**src/rtl/bank_rtc_pkg.sv**
```systemverilog
// Shared constants and types for the banked mapper with calendar clock.
// Assumes a 16-bit CPU address and an 8-bit data bus.
package bank_rtc_pkg;
    localparam int ADDR_W = 16;
    localparam int DATA_W = 8;
    localparam int ROM_W  = 7;
    localparam int SEL_W  = 4;
    localparam int RAMB_W = 2;
    localparam int SEC_W  = 6;
    localparam int MIN_W  = 6;
    localparam int HR_W   = 5;
    localparam int DAY_W  = 9;
    localparam int SEC_MOD = 60;
    localparam int MIN_MOD = 60;
    localparam int HR_MOD  = 24;

    // Address bits 15:13 pick the command or data window.
    localparam logic [2:0] WIN_ENABLE = 3'd0;
    localparam logic [2:0] WIN_ROM    = 3'd1;
    localparam logic [2:0] WIN_SEL    = 3'd2;
    localparam logic [2:0] WIN_LATCH  = 3'd3;
    localparam logic [2:0] WIN_EXT    = 3'd5;

    // Clock register index = selector minus 8.
    typedef enum logic [2:0] {
        CK_SEC   = 3'd0,
        CK_MIN   = 3'd1,
        CK_HR    = 3'd2,
        CK_DAYLO = 3'd3,
        CK_DAYHI = 3'd4
    } clk_reg_e;

    typedef struct packed {
        logic             carry;
        logic             halt;
        logic [DAY_W-1:0] days;
        logic [HR_W-1:0]  hrs;
        logic [MIN_W-1:0] mins;
        logic [SEC_W-1:0] secs;
    } rtc_time_t;
endpackage

```
**src/rtl/bank_rtc_ctrl.sv**
```systemverilog
// Command-window registers: access enable, ROM bank, window selector and
// the snapshot arming state. Assumes cpu_wr is high for one cycle per write.
module bank_rtc_ctrl
    import bank_rtc_pkg::*;
#(
    parameter int ROM_BITS = ROM_W,
    parameter int SEL_BITS = SEL_W
) (
    input  logic                clk,
    input  logic                rst_n,
    input  logic                wr,
    input  logic [2:0]          region,
    input  logic [DATA_W-1:0]   wdata,
    output logic                ram_en,
    output logic [ROM_BITS-1:0] rom_sel,
    output logic [SEL_BITS-1:0] map_sel,
    output logic                latch_fire
);
    logic armed;

    // Capture command writes into the window that the address decodes to.
    always_ff @(posedge clk) begin
        if (!rst_n) begin
            ram_en  <= 1'b0;
            rom_sel <= '0;
            map_sel <= '0;
            armed   <= 1'b0;
        end else if (wr) begin
            case (region)
                WIN_ENABLE: ram_en  <= (wdata[3:0] == 4'hA);
                WIN_ROM:    rom_sel <= wdata[ROM_BITS-1:0];
                WIN_SEL:    map_sel <= wdata[SEL_BITS-1:0];
                WIN_LATCH:  armed   <= (wdata == DATA_W'(0));
                default:    ;
            endcase
        end
    end

    // Snapshot fires on a 0x01 write that directly follows an arming 0x00.
    assign latch_fire = wr && (region == WIN_LATCH) && (wdata == DATA_W'(1)) && armed;
endmodule

```
**src/rtl/bank_rtc_core.sv**
```systemverilog
// Live calendar counters. A field write takes priority over the tick of the
// same cycle; the halt bit blocks ticks. Assumes tick is a one-cycle pulse.
module bank_rtc_core
    import bank_rtc_pkg::*;
#(
    parameter int SEC_LIM = SEC_MOD,
    parameter int MIN_LIM = MIN_MOD,
    parameter int HR_LIM  = HR_MOD
) (
    input  logic              clk,
    input  logic              rst_n,
    input  logic              tick,
    input  logic              wr_stb,
    input  clk_reg_e          wr_idx,
    input  logic [DATA_W-1:0] wdata,
    output rtc_time_t         live
);
    localparam logic [SEC_W-1:0] SEC_LAST = SEC_W'(SEC_LIM - 1);
    localparam logic [MIN_W-1:0] MIN_LAST = MIN_W'(MIN_LIM - 1);
    localparam logic [HR_W-1:0]  HR_LAST  = HR_W'(HR_LIM - 1);
    localparam logic [DAY_W-1:0] DAY_LAST = '1;

    rtc_time_t nxt;

    // Ripple the one-second step through the fields, flagging a day wrap.
    always_comb begin
        nxt = live;
        if (live.secs == SEC_LAST) begin
            nxt.secs = '0;
            if (live.mins == MIN_LAST) begin
                nxt.mins = '0;
                if (live.hrs == HR_LAST) begin
                    nxt.hrs = '0;
                    if (live.days == DAY_LAST) begin
                        nxt.days  = '0;
                        nxt.carry = 1'b1;
                    end else begin
                        nxt.days = live.days + 1'b1;
                    end
                end else begin
                    nxt.hrs = live.hrs + 1'b1;
                end
            end else begin
                nxt.mins = live.mins + 1'b1;
            end
        end else begin
            nxt.secs = live.secs + 1'b1;
        end
    end

    // Apply a software field write, otherwise an enabled tick.
    always_ff @(posedge clk) begin
        if (!rst_n) begin
            live <= '0;
        end else if (wr_stb) begin
            case (wr_idx)
                CK_SEC:   live.secs <= wdata[SEC_W-1:0];
                CK_MIN:   live.mins <= wdata[MIN_W-1:0];
                CK_HR:    live.hrs  <= wdata[HR_W-1:0];
                CK_DAYLO: live.days[7:0] <= wdata;
                CK_DAYHI: begin
                    live.days[DAY_W-1] <= wdata[0];
                    live.halt          <= wdata[6];
                    live.carry         <= wdata[7];
                end
                default: ;
            endcase
        end else if (tick && !live.halt) begin
            live <= nxt;
        end
    end
endmodule

```
**src/rtl/bank_rtc_shadow.sv**
```systemverilog
// Readable snapshot of the live clock, loaded only when a snapshot fires.
module bank_rtc_shadow
    import bank_rtc_pkg::*;
(
    input  logic      clk,
    input  logic      rst_n,
    input  logic      fire,
    input  rtc_time_t live,
    output rtc_time_t held
);
    // Hold the snapshot until the next completed arming sequence.
    always_ff @(posedge clk) begin
        if (!rst_n)    held <= '0;
        else if (fire) held <= live;
    end
endmodule

```
**src/rtl/bank_rtc_mapper.sv**
```systemverilog
// Top level: address decode, bank outputs and clock readback. Assumes the
// RAM array, oscillator divider and battery switch sit outside this block.
module bank_rtc_mapper
    import bank_rtc_pkg::*;
#(
    parameter bit ZERO_TO_ONE = 1'b1
) (
    input  logic              clk,
    input  logic              rst_n,
    input  logic [ADDR_W-1:0] cpu_addr,
    input  logic [DATA_W-1:0] cpu_wdata,
    input  logic              cpu_wr,
    input  logic              sec_tick,
    output logic [ROM_W-1:0]  rom_bank,
    output logic [RAMB_W-1:0] ram_bank,
    output logic              ram_cs,
    output logic              rtc_sel,
    output logic [DATA_W-1:0] rtc_rdata
);
    logic [2:0]       region;
    logic             ram_en;
    logic [ROM_W-1:0] rom_sel;
    logic [SEL_W-1:0] map_sel;
    logic             latch_fire;
    logic             clk_mapped;
    logic             in_ext;
    rtc_time_t        live_time;
    rtc_time_t        shadow_time;

    assign region     = cpu_addr[ADDR_W-1 -: 3];
    assign in_ext     = (region == WIN_EXT);
    assign clk_mapped = map_sel[SEL_W-1] && (map_sel[2:0] <= 3'd4);

    bank_rtc_ctrl u_ctrl (
        .clk        (clk),
        .rst_n      (rst_n),
        .wr         (cpu_wr),
        .region     (region),
        .wdata      (cpu_wdata),
        .ram_en     (ram_en),
        .rom_sel    (rom_sel),
        .map_sel    (map_sel),
        .latch_fire (latch_fire)
    );

    bank_rtc_core u_core (
        .clk    (clk),
        .rst_n  (rst_n),
        .tick   (sec_tick),
        .wr_stb (cpu_wr && rtc_sel),
        .wr_idx (clk_reg_e'(map_sel[2:0])),
        .wdata  (cpu_wdata),
        .live   (live_time)
    );

    bank_rtc_shadow u_shadow (
        .clk   (clk),
        .rst_n (rst_n),
        .fire  (latch_fire),
        .live  (live_time),
        .held  (shadow_time)
    );

    // Bank zero either remaps to one or passes through, per parameter.
    generate
        if (ZERO_TO_ONE) begin : g_remap
            assign rom_bank = (rom_sel == '0) ? ROM_W'(1) : rom_sel;
        end else begin : g_plain
            assign rom_bank = rom_sel;
        end
    endgenerate

    assign ram_bank = map_sel[RAMB_W-1:0];
    assign ram_cs   = in_ext && ram_en && (map_sel[SEL_W-1:RAMB_W] == '0);
    assign rtc_sel  = in_ext && ram_en && clk_mapped;

    // Present the snapshot field picked by the selector.
    always_comb begin
        rtc_rdata = '1;
        if (ram_en && clk_mapped) begin
            case (clk_reg_e'(map_sel[2:0]))
                CK_SEC:   rtc_rdata = DATA_W'(shadow_time.secs);
                CK_MIN:   rtc_rdata = DATA_W'(shadow_time.mins);
                CK_HR:    rtc_rdata = DATA_W'(shadow_time.hrs);
                CK_DAYLO: rtc_rdata = shadow_time.days[7:0];
                CK_DAYHI: rtc_rdata = {shadow_time.carry, shadow_time.halt, 5'b0,
                                       shadow_time.days[DAY_W-1]};
                default:  rtc_rdata = '1;
            endcase
        end
    end
endmodule

```
**config.mk**
```make
export PLATFORM = sky130hd
export DESIGN_NAME = bank_rtc_mapper
export DESIGN_NICKNAME = d
export VERILOG_FILES = /design/src/rtl/bank_rtc_pkg.sv /design/src/rtl/bank_rtc_ctrl.sv /design/src/rtl/bank_rtc_core.sv /design/src/rtl/bank_rtc_shadow.sv /design/src/rtl/bank_rtc_mapper.sv
export SDC_FILE = /design/constraint.sdc
export NUM_CORES = 1
export LEC_CHECK = 0
export CAP_MARGIN = 20
export CELL_PAD_IN_SITES_DETAIL_PLACEMENT = 2
export CELL_PAD_IN_SITES_GLOBAL_PLACEMENT = 2
export CORE_MARGIN = 2
export CORE_UTILIZATION = 23
export DETAILED_ROUTE_END_ITERATION = 7
export PLACE_DENSITY_LB_ADDON = 0.1
export SLEW_MARGIN = 20
export SYNTH_ARGS = -nofsm -noshare
export SYNTH_HDL_FRONTEND = slang
export SYNTH_SLANG_ARGS = --single-unit
```
**constraint.sdc**
```tcl
create_clock -name clk -period 2.3 [get_ports clk]
set_clock_uncertainty 0.1 [all_clocks]
set_input_delay 0.46 -clock clk [delete_from_list [all_inputs] [get_ports clk]]
set_output_delay 0.46 -clock clk [all_outputs]
set_load 0.01 [all_outputs]
```
==> summary.md <==
| Metric | Value |
|---|---|
| Main synth FF type | `dfxtp_1` |
| Post-route setup TNS | `0 ns` |
| Post-route minimum period | `2.25 ns` |
| WL final | `15300 um` |
| Leakage | `around 1.9 nW` |
| Register area share after synthesis | `0.378` |
| Grt ovf | `0` |
| Clock Latency Late Sink | `between 0.3 and 0.4 ns` |
| Total GRT Usage | `0.191` |
| Achievable Freq | `0.445 GHz` |
| Clock buffer depth | `2` |
| Clock transition at path regs | `approximately 0.05 ns` |
| Syn nets | `489` |
| Cell Chain, Critical Path | `buf_8 -> buf_6 -> mux4_2 -> nand2_1 -> nand2_1 -> buf_2` |
| CTS tree | `yes` |
| Crit path max-delay cell type | `mux4_2` |
| Pin count of the biggest net entering global routing | `61` |
| Iter 0 DRT Violations | `about 190` |
| Fin nets | `between 500 and 600` |
| ANT nets after route | `0` |
| Final setup viols | `0` |
| Slew Limit Headroom | `0.696` |
| Share of layout cells above drive strength 1 | `0.256` |
| Peak supply drop | `between 300 and 400 uV` |
| Hold_buf cts | `0` |
| Max incr delay on CP | `between 0.4 and 0.5 ns` |
| Worst Max-Slew Pin Slew | `0.455 ns` |
| Remaining DRCs | `0` |
| Initial Util | `0.233` |
| Mapped Area | `between 3000 and 4000 um2` |
| Total CTS buffers | `9` |
| Most common cell after layout, fill and taps aside | `buf_4` |
| CP required | `approximately 1.7 ns` |
| HP Class | `flip-flop to flip-flop` |
| Fin crit share | `0.976` |
| Final hold vios | `0` |
| Dpl hpwl | `11300 um` |
| N_diodes | `0` |
| Post-synthesis cell count | `between 400 and 500` |
| I/O Pins | `47` |
| Worst EP arrival | `1.69 ns` |
| Vias | `approximately 3900` |
| TritonCTS Sinks | `roughly 70` |
| Die Y-Extent | `~130 um` |
| Row count | `46` |
| Final GP Congestion | `around 0.8` |
| Number of global-route vias before repair | `approximately 4200` |
| Yosys cell types | `slightly above 60` |
| Drt via density | `4.94` |
| Die ar. | `16900 um2` |
| Final max-slew violation count | `0` |
| I/O Buffers | `33` |
| Global-route wire length before repair | `between 20000 and 25000 um` |
| Status | `finished, final reports clean` |
| CP Capture Type | `primary output` |
| Unrepaired setup endpoints after global routing | `true` |
| Root buf cell | `clkbuf_16` |
| CP most frequent cell | `nand2_1` |
| Routed wire per std cell | `slightly below 20 um` |
| Initial antenna violation count | `0` |
| Area growth, synth to finish | `41.6%` |
| Die extent in x | `130 um` |
| Critical path launch point type | `flip-flop` |
| TritonRoute pass-1 iters | `4` |
| Post-synth EDFFs | `0` |
| FF+latch count, synth | `slightly below 70` |
| Core area | `between 15000 and 20000 um2` |
| Fin worst setup slack | `0.0547 ns` |
| Placement Setup Slack | `-0.291 ns` |
| Max_cap viols | `0` |
| Total number of yosys warnings | `0` |
| Most frequent cells in the layout | `buf_4, nand2_1, dfxtp_1` |
| Syn Area/Cell | `around 8.0 um2` |
| Crit path max fanout | `4` |
| Async set-reset flop share out of synthesis | `0` |
| Setup Crit Path Kind | `flip-flop to primary output` |
| Pwr/cell area | `around 530 nW/um2` |
| H-tree depth | `3` |
==> per-layer routing <==
layer | vias up | track usage | part of all wire
met1 | 1934 | 0.259 | 0.48
met5 | - | 0 | 0
li1 | 1871 | - | -
met2 | 45 | 0.312 | 0.47
met3 | 14 | 0.0262 | 0.026
met4 | 0 | 0.0664 | 0.018
==> power breakdown <==
group | switching [mW] | internal, mW
Combinational | 0.0962 | 0.0928
Sequential | 0.00615 | 1.20
Clock | 0.550 | 0.774
Total | 0.652 | 2.07
==> area by class of cell <==
type	instances	area (um2)
Clock buffer	12	256
Multi-Input combinational cell	345	2080
Timing Repair Buffer	131	1140
Sequential cell	69	1390
Tap cell	216	270
Inverter	7	26.3
Fill cell	1794	10500
Clock inverter	2	10.0
==> critical path, delay by kind of cell, from the launching register on <==
| family | cells | cell delay [ns] |
|---|---|---|
| DFF | 1 | 0.38 |
| muxes | 1 | 0.49 |
| buffers and inverters | 3 | 0.35 |
| and+or+nand+nor | 2 | 0.13 |
==> state kept, by name, summed over array words and instances, names as in the netlist <==
| signal | cells |
|---|---|
| u_ctrl.ram_en | 1 |
| u_core.live | 28 |
| u_ctrl.rom_sel | 7 |
| u_ctrl.armed | 1 |
| u_ctrl.map_sel | 4 |
| u_shadow.held | 28 |
==> cell families after synthesis <==
group	after synthesis	synth area share
fa+ha+maj	5	0.0171
buf+inv	42	0.0599
flops	69	0.378
simple gates	199	0.272
xor+xnor	1	0.00240
mux	16	0.0613
compound gates	124	0.210
==> what timing repair did <==
item | 4_1_cts | 5_1_grt
setup endpoints to repair | 10 | 13
gates resized for setup | 41 | 14
pin swaps | 0 | 5
buffers inserted | 9 | 3
==> worst paths after layout <==
| check | start | to | slack (ns) | cells past startpoint |
|---|---|---|---|---|
| worst max-delay path | u_ctrl.map_sel[0] | rtc_rdata[3] | 0.05 | 6 |
| worst min-delay path | u_shadow.held[22] | u_shadow.held[22] | 0.35 | 2 |
| worst max register to register | u_core.live[17] | u_core.live[25] | 0.17 | 8 |
| worst min register to register | u_shadow.held[22] | u_shadow.held[22] | 0.35 | 2 |
==> per-stage QoR <==
stage | std cells | area, um2 | power [mW] | hold slack [ns] | util
4_1_cts | 780 | 5150 | 2.76 | 0.353 | 0.328
2_1_floorplan | 456 | 3650 | 1.30 | 0.328 | -
5_1_grt | 782 | 5170 | 2.83 | 0.373 | 0.329
3_5_place_dp | 757 | 4810 | 1.42 | 0.347 | 0.306
3_3_place_gp | 757 | 4810 | 1.41 | 0.339 | 0.306
6_report | 782 | 5170 | 2.72 | 0.350 | 0.329
==> cell usage after synthesis, types with 4 or more instances <==
library cell | instances | area [um2]
mux2i_1 | 10 | 100
nand3_1 | 12 | 60.1
and2_1 | 8 | 50.1
or3_1 | 4 | 25.0
a21oi_1 | 55 | 275
clkbuf_1 | 19 | 71.3
nand2_1 | 82 | 308
o21ai_0 | 27 | 135
buf_2 | 4 | 20.0
nor2_1 | 34 | 128
inv_1 | 6 | 22.5
nand4_1 | 7 | 43.8
nor3_1 | 14 | 70.1
nor4_1 | 9 | 56.3
mux4_2 | 5 | 113
ha_1 | 5 | 62.6
and3_1 | 4 | 25.0
buf_6 | 5 | 56.3
a22oi_1 | 4 | 30.0
dfxtp_1 | 69 | 1380
buf_4 | 5 | 37.5
Power figures use the tool's default switching activity.
